[config.mk]
export PLATFORM = sky130hd
export DESIGN_NAME = bridge_err_capture
export DESIGN_NICKNAME = d
export VERILOG_FILES = /design/src/rtl/bec_pkg.sv /design/src/rtl/bec_xfer_decode.sv /design/src/rtl/bec_devsel_timer.sv /design/src/rtl/bec_status_reg.sv /design/src/rtl/bridge_err_capture.sv
export SDC_FILE = /design/constraint.sdc
export NUM_CORES = 1
export LEC_CHECK = 0
export ABC_CLOCK_PERIOD_IN_PS = 2100
export BUFFER_PORTS_ARGS = -buffer_cell sky130_fd_sc_hd__buf_2
export CAP_MARGIN = 20
export CORE_UTILIZATION = 35
export CTS_CLUSTER_DIAMETER = 200
export CTS_CLUSTER_SIZE = 40
export DETAILED_ROUTE_END_ITERATION = 10
export GPL_ROUTABILITY_DRIVEN = 0
export GPL_TIMING_DRIVEN = 0
export PLACE_DENSITY = 0.83
export SKIP_LAST_GASP = 1
export SLEW_MARGIN = 20
export SYNTH_ARGS = -nofsm -noshare
export SYNTH_HDL_FRONTEND = slang
export SYNTH_HIERARCHICAL = 1
export SYNTH_SLANG_ARGS = --single-unit
[constraint.sdc]
create_clock -name clk -period 2.1 [get_ports clk]
set_input_delay 0.105 -clock clk [delete_from_list [all_inputs] [get_ports clk]]
set_output_delay 0.105 -clock clk [all_outputs]
set_load 0.02 [all_outputs]
[src/rtl/bec_pkg.sv]
package bec_pkg;
  localparam int NSRC = 7;

  localparam int ERR_UNSUP   = 0;
  localparam int ERR_MABORT  = 1;
  localparam int ERR_TABORT  = 2;
  localparam int ERR_TDPERR  = 3;
  localparam int ERR_MDPERR  = 4;
  localparam int ERR_TAPERR  = 5;
  localparam int ERR_LBERR   = 6;

  typedef enum logic [1:0] {
    XF_SINGLE = 2'd0,
    XF_LINE4  = 2'd1,
    XF_LINE8  = 2'd2,
    XF_LINE16 = 2'd3
  } xfer_kind_e;
endpackage

[src/rtl/bec_xfer_decode.sv]
module bec_xfer_decode
  import bec_pkg::*;
(
  input  logic       req_vld,
  input  logic [1:0] kind,
  input  logic       burst,
  input  logic       mem_space,
  output logic       unsup
);
  logic kind_bad;

  always_comb begin
    kind_bad = 1'b0;
    case (kind)
      XF_LINE4, XF_LINE8: kind_bad = !mem_space;
      XF_LINE16:          kind_bad = 1'b1;
      default:            kind_bad = 1'b0;
    endcase
    // bursts only toward memory space
    unsup = req_vld && (kind_bad || (burst && !mem_space));
  end
endmodule

[src/rtl/bec_devsel_timer.sv]
module bec_devsel_timer #(
  parameter int TIMEOUT = 5
) (
  input  logic clk,
  input  logic rst_n,
  input  logic addr_phase,
  input  logic is_read,
  input  logic devsel,
  output logic abort_evt,
  output logic abort_rd
);
  localparam int CW = $clog2(TIMEOUT + 1);
  localparam logic [CW-1:0] LAST = CW'(TIMEOUT - 1);

  logic          active_q, active_d;
  logic [CW-1:0] cnt_q, cnt_d;
  logic          rd_q, rd_d;

  always_comb begin
    active_d  = active_q;
    cnt_d     = cnt_q;
    rd_d      = rd_q;
    abort_evt = active_q && !devsel && (cnt_q == LAST);
    if (addr_phase) begin
      active_d = 1'b1;
      cnt_d    = '0;
      rd_d     = is_read;
    end else if (active_q) begin
      if (devsel || cnt_q == LAST) active_d = 1'b0;
      else                         cnt_d    = cnt_q + 1'b1;
    end
  end

  assign abort_rd = rd_q;

  always_ff @(posedge clk or negedge rst_n) begin
    if (!rst_n) begin
      active_q <= 1'b0;
      cnt_q    <= '0;
      rd_q     <= 1'b0;
    end else begin
      active_q <= active_d;
      cnt_q    <= cnt_d;
      rd_q     <= rd_d;
    end
  end

  // one abort per address phase, never two cycles in a row
  abort_once_chk: assert property (@(posedge clk) disable iff (!rst_n)
    abort_evt |=> !abort_evt);
endmodule

[src/rtl/bec_status_reg.sv]
module bec_status_reg #(
  parameter int N = 7
) (
  input  logic         clk,
  input  logic         rst_n,
  input  logic [N-1:0] set_vec,
  input  logic         clr_en,
  input  logic [N-1:0] clr_vec,
  output logic [N-1:0] status
);
  logic [N-1:0] stat_q, stat_d;

  for (genvar i = 0; i < N; i++) begin : g_bit
    always_comb begin
      stat_d[i] = stat_q[i];
      if (clr_en && clr_vec[i]) stat_d[i] = 1'b0;
      if (set_vec[i])           stat_d[i] = 1'b1;
    end
  end

  always_ff @(posedge clk or negedge rst_n) begin
    if (!rst_n) stat_q <= '0;
    else        stat_q <= stat_d;
  end

  assign status = stat_q;

  // an event in the clear cycle still leaves its bit set
  set_wins_chk: assert property (@(posedge clk) disable iff (!rst_n)
    (|set_vec) |=> ((stat_q & $past(set_vec)) == $past(set_vec)));

  // a bit only rises after its own event
  no_spurious_set_chk: assert property (@(posedge clk) disable iff (!rst_n)
    1'b1 |=> ((stat_q & ~$past(stat_q) & ~$past(set_vec)) == '0));
endmodule

[src/rtl/bridge_err_capture.sv]
module bridge_err_capture
  import bec_pkg::*;
#(
  parameter int DW      = 32,
  parameter int TIMEOUT = 5
) (
  input  logic            clk,
  input  logic            rst_n,
  input  logic [6:0]      det_mask,
  input  logic            rpt_serr_en,
  input  logic            rpt_perr_en,
  input  logic            rpt_lb_en,
  input  logic            ma_rpt_en,
  input  logic            lb_req_vld,
  input  logic [1:0]      lb_xfer_kind,
  input  logic            lb_burst,
  input  logic            lb_mem_space,
  input  logic            lb_bus_err_in,
  input  logic            pci_addr_phase,
  input  logic            pci_is_read,
  input  logic            pci_devsel,
  input  logic            pci_tgt_abort,
  input  logic            pci_tgt_dperr,
  input  logic            pci_mst_dperr,
  input  logic            pci_tgt_aperr,
  input  logic            rd_beat_vld,
  input  logic            rd_last,
  input  logic [DW-1:0]   rd_data_in,
  output logic [DW-1:0]   rd_data_out,
  input  logic            csr_wr_en,
  input  logic [6:0]      csr_wdata,
  output logic [6:0]      status_o,
  output logic            serr_o,
  output logic            perr_o,
  output logic            lb_err_o
);
  logic            unsup_raw;
  logic            mabort_raw;
  logic            mabort_is_rd;
  logic [NSRC-1:0] raw_evt;
  logic [NSRC-1:0] det_evt;
  logic            mabort_det;
  logic            rd_abort_q, rd_abort_d;
  logic            lb_sig_en;

  bec_xfer_decode u_dec (
    .req_vld   (lb_req_vld),
    .kind      (lb_xfer_kind),
    .burst     (lb_burst),
    .mem_space (lb_mem_space),
    .unsup     (unsup_raw)
  );

  bec_devsel_timer #(.TIMEOUT(TIMEOUT)) u_tmr (
    .clk        (clk),
    .rst_n      (rst_n),
    .addr_phase (pci_addr_phase),
    .is_read    (pci_is_read),
    .devsel     (pci_devsel),
    .abort_evt  (mabort_raw),
    .abort_rd   (mabort_is_rd)
  );

  always_comb begin
    raw_evt             = '0;
    raw_evt[ERR_UNSUP]  = unsup_raw;
    raw_evt[ERR_MABORT] = mabort_raw;
    raw_evt[ERR_TABORT] = pci_tgt_abort;
    raw_evt[ERR_TDPERR] = pci_tgt_dperr;
    raw_evt[ERR_MDPERR] = pci_mst_dperr;
    raw_evt[ERR_TAPERR] = pci_tgt_aperr;
    raw_evt[ERR_LBERR]  = lb_bus_err_in;
    det_evt             = raw_evt & ~det_mask;
  end

  assign mabort_det = det_evt[ERR_MABORT];

  bec_status_reg #(.N(NSRC)) u_stat (
    .clk     (clk),
    .rst_n   (rst_n),
    .set_vec (det_evt),
    .clr_en  (csr_wr_en),
    .clr_vec (csr_wdata),
    .status  (status_o)
  );

  // aborted-read window, closed by the last beat
  always_comb begin
    rd_abort_d = rd_abort_q;
    if (rd_abort_q && rd_beat_vld && rd_last) rd_abort_d = 1'b0;
    if (mabort_det && mabort_is_rd)           rd_abort_d = 1'b1;
  end

  always_ff @(posedge clk or negedge rst_n) begin
    if (!rst_n) rd_abort_q <= 1'b0;
    else        rd_abort_q <= rd_abort_d;
  end

  assign lb_sig_en   = rpt_lb_en && ma_rpt_en;
  assign rd_data_out = rd_abort_q ? {DW{1'b1}} : rd_data_in;
  assign lb_err_o    = lb_sig_en &&
                       ((mabort_det && !mabort_is_rd) || (rd_abort_q && rd_beat_vld));
  assign serr_o      = rpt_serr_en && (status_o[ERR_TABORT] || status_o[ERR_TAPERR]);
  assign perr_o      = rpt_perr_en && (status_o[ERR_TDPERR] || status_o[ERR_MDPERR]);

  // the unsupported bit rises only after an unmasked request
  unsup_mask_chk: assert property (@(posedge clk) disable iff (!rst_n)
    $rose(status_o[ERR_UNSUP]) |-> $past(lb_req_vld && !det_mask[ERR_UNSUP]));

  // local bus error signalling needs both enables
  lb_err_gate_chk: assert property (@(posedge clk) disable iff (!rst_n)
    lb_err_o |-> (rpt_lb_en && ma_rpt_en));
endmodule

==> reports/metrics.cfg <==
[flow_run]
maxCapViolCount = 0

[layout]
syn2layout_area_growth_pct = 66.18
antenna_cells = 0
layout_commonest_cell = buf_2
layout_common_cells = buf_2 (112), or2_1 (28), dfrtp_1 (13)
drive_above_1_share = 0.5753
nets = 292
post-route-util = 0.6221

[synthesis]
syn_nets = 177
synth_area_leaders = dfrtp_1 (35%), or2_1 (19%), a21o_1 (5.6%)
synth_top_area_share = 0.3476
ys_ff_latch = 13
synth_cell_types = 26
synth_top_area_cell = dfrtp_1
syn-cell-area_um2 = 935.9
yosysSeqAreaShare = 0.3476
ys_warn_count = 6
syn_avg_cell_area_um2 = 8.913
syn_inst = 105

[detailed_routing]
num_vias = 1089
drc = 0
ant_nets = 0
wl_per_cell_um = 9.365
drt-initial-drc-count = 2
drt-total-wl_um = 2332
dr.pass1.iters = 3
vias_per_cell = 4.373

[clocking]
clock-root-buffer = clkbuf_4
clock_sinks = 13
numCtsBuffers = 3
h-tree-depth = 1
cts_setup_buffers = 0
clock_latency_ns = 0.26
clk_pin_slew_worst_paths_ns = 0.07
cts_tree = yes
postCtsResizedCells = 0
clockBufferDepth = 2

[min_path]
hp-class = input pin to flip-flop

[floorplanning]
dieArea_um2 = 2885
chipHeight_um = 53.71
core_area_um2 = 2500
start_util = 0.3744
fp-row-count = 18
ios = 110
die_x_um = 53.71

[power_and_ir_drop]
cellLeakagePower_nw = 0.9291
switchingPower_mw = 0.2245
sw_frac_of_total = 0.3220
powerDensity_nw_per_um2 = 448.2
internal_power_mw = 0.4727
pwr-share-seq = 0.410
clkPwrFrac = 0.211
p_comb_frac = 0.379
peakVddDrop_mv = 0.3379

[placement]
io_buffers = 109
hpwl_um = 2049

[sta]
max_freq_mhz = 528.3
relSlewSlack = 0.8005
final-hold-violation-count = 0
tns_ns = 0
finalCritPeriodShare = 0.9013
rsz0062_at_grt = false
tightest_slew_ns = 0.2993
fin_skew_ns = 0.0002655
drv_slew = 0
period_needed_ns = 1.893
setup_viol = 0
hold_slack_ns = 0.06635

[global_route]
grt_max_degree = 14
antenna_found_initial = 0
grtUsageTotal = 0.1560
grt_pass1_wl_um = 3249
grt_pass1_vias = 830
overflow = 0

[worst_setup_path]
path_max_fanout = 3
path_cells = inv_1, ha_1, nand2_1, nor2_1, or3b_1, a21oi_2, buf_2
startpoint_type = flip-flop
cp.required_ns = 2.00
cp.arrival_ns = 1.79
cp_slowest_stage_delay_ns = 0.40
crit_path_top_delay_cell = dfrtp_1
worstSetupPathType = flip-flop to output pin
end_kind = output pin

[run_status]
outcome = completed

[cell usage after synthesis (all sizes together)]
master / instances
nor2b: 8
nand2: 11
nand2b: 3
mux2: 2
o21a: 2
a21oi: 2
ha: 4
nor3: 1
a211oi: 1
nor2: 3
o31a: 1
nor3b: 1
a21o: 7
mux2i: 1
or3b: 1
dfrtp: 13
nand3b: 1
inv: 5
and2b: 1
buf: 3
a22o: 1
or2: 33
[final timing paths]
kind                       depth (start not counted)  slack (ns)                      endpoint                         start
min in group asynchronous                          2        0.25    u_tmr/cnt_q[0]$_DFFE_PN0P_                         rst_n
max                                                7        0.21                      lb_err_o    u_tmr/cnt_q[0]$_DFFE_PN0P_
max in group asynchronous                          2        1.62  u_stat/status[3]$_DFFE_PN0P_                         rst_n
min                                                2        0.07    u_tmr/abort_rd$_DFFE_PN0P_                   pci_is_read
min reg2reg                                        1        0.48  u_stat/status[6]$_DFFE_PN0P_  u_stat/status[6]$_DFFE_PN0P_
max reg2reg                                        6        0.78        rd_abort_q$_DFFE_PN0P_    u_tmr/cnt_q[0]$_DFFE_PN0P_
[state kept, by name, indices dropped and copies added, names as in the netlist]
signal and count:
u_tmr/cnt_q 3, u_stat/status 7, u_tmr/active_q 1, rd_abort_q 1
u_tmr/abort_rd 1
[timing repair]
action,CTS,global route
hold endpoints to repair,13,0
setup endpoints to repair,0,0
hold buffers,1,0
[power by group through the flow]
stage | combinational, mW | clock [mW] | sequential [mW]
finish | 0.264 | 0.147 | 0.286
global placement | 0.263 | 0 | 0.290
detailed placement | 0.266 | 0 | 0.291
CTS | 0.268 | 0.159 | 0.286
global route | 0.293 | 0.168 | 0.290
floorplan | 0.125 | 0 | 0.307
[cell type report]
cell class                      count  area, µm²
Buffer                              3      15.01
Multi-Input combinational cell     84      576.8
Inverter                            5      18.77
Fill cell                         238      944.7
Clock buffer                        4      26.28
Sequential cell                    13      325.3
Timing Repair Buffer              110      555.5
Tap cell                           30      37.54
[metrics by stage]
stage	worst slack (ns)	cell area, µm²	cells	power [mW]
6_report	0.2073	1555	249	0.6971
5_1_grt	0.02726	1555	249	0.7507
4_1_cts	0.1836	1555	249	0.7134
3_5_place_dp	0.4878	1519	244	0.5569
3_3_place_gp	0.4899	1519	244	0.5531
2_1_floorplan	0.5765	935.9	105	0.4316
[cell families after synthesis]
group	after synthesis	share of synthesized area
muxes	3	0.03876
AOI/OAI and AO/OA	14	0.1257
buffers and inverters	8	0.03609
DFF	13	0.3476
adders and majority gates	4	0.05348
and+or+nand+nor	63	0.3984
[metal layers]
| layer | routed length (µm) | global-route usage | share of wire |
|---|---|---|---|
| met5 | 0 | 0 | 0 |
| met4 | 4 | 0.05263 | 0.0017 |
| met3 | 266 | 0.02542 | 0.11 |
| met2 | 1233 | 0.3148 | 0.53 |
| met1 | 828 | 0.1563 | 0.36 |
[critical path: cells and delay by family (launching register included)]
family	cells	cell delay [ns]
buf+inv	2	0.25
flops	1	0.40
fa+ha+maj	1	0.23
simple gates	3	0.54
compound gates	1	0.11
(Power assumes the default switching activity.)
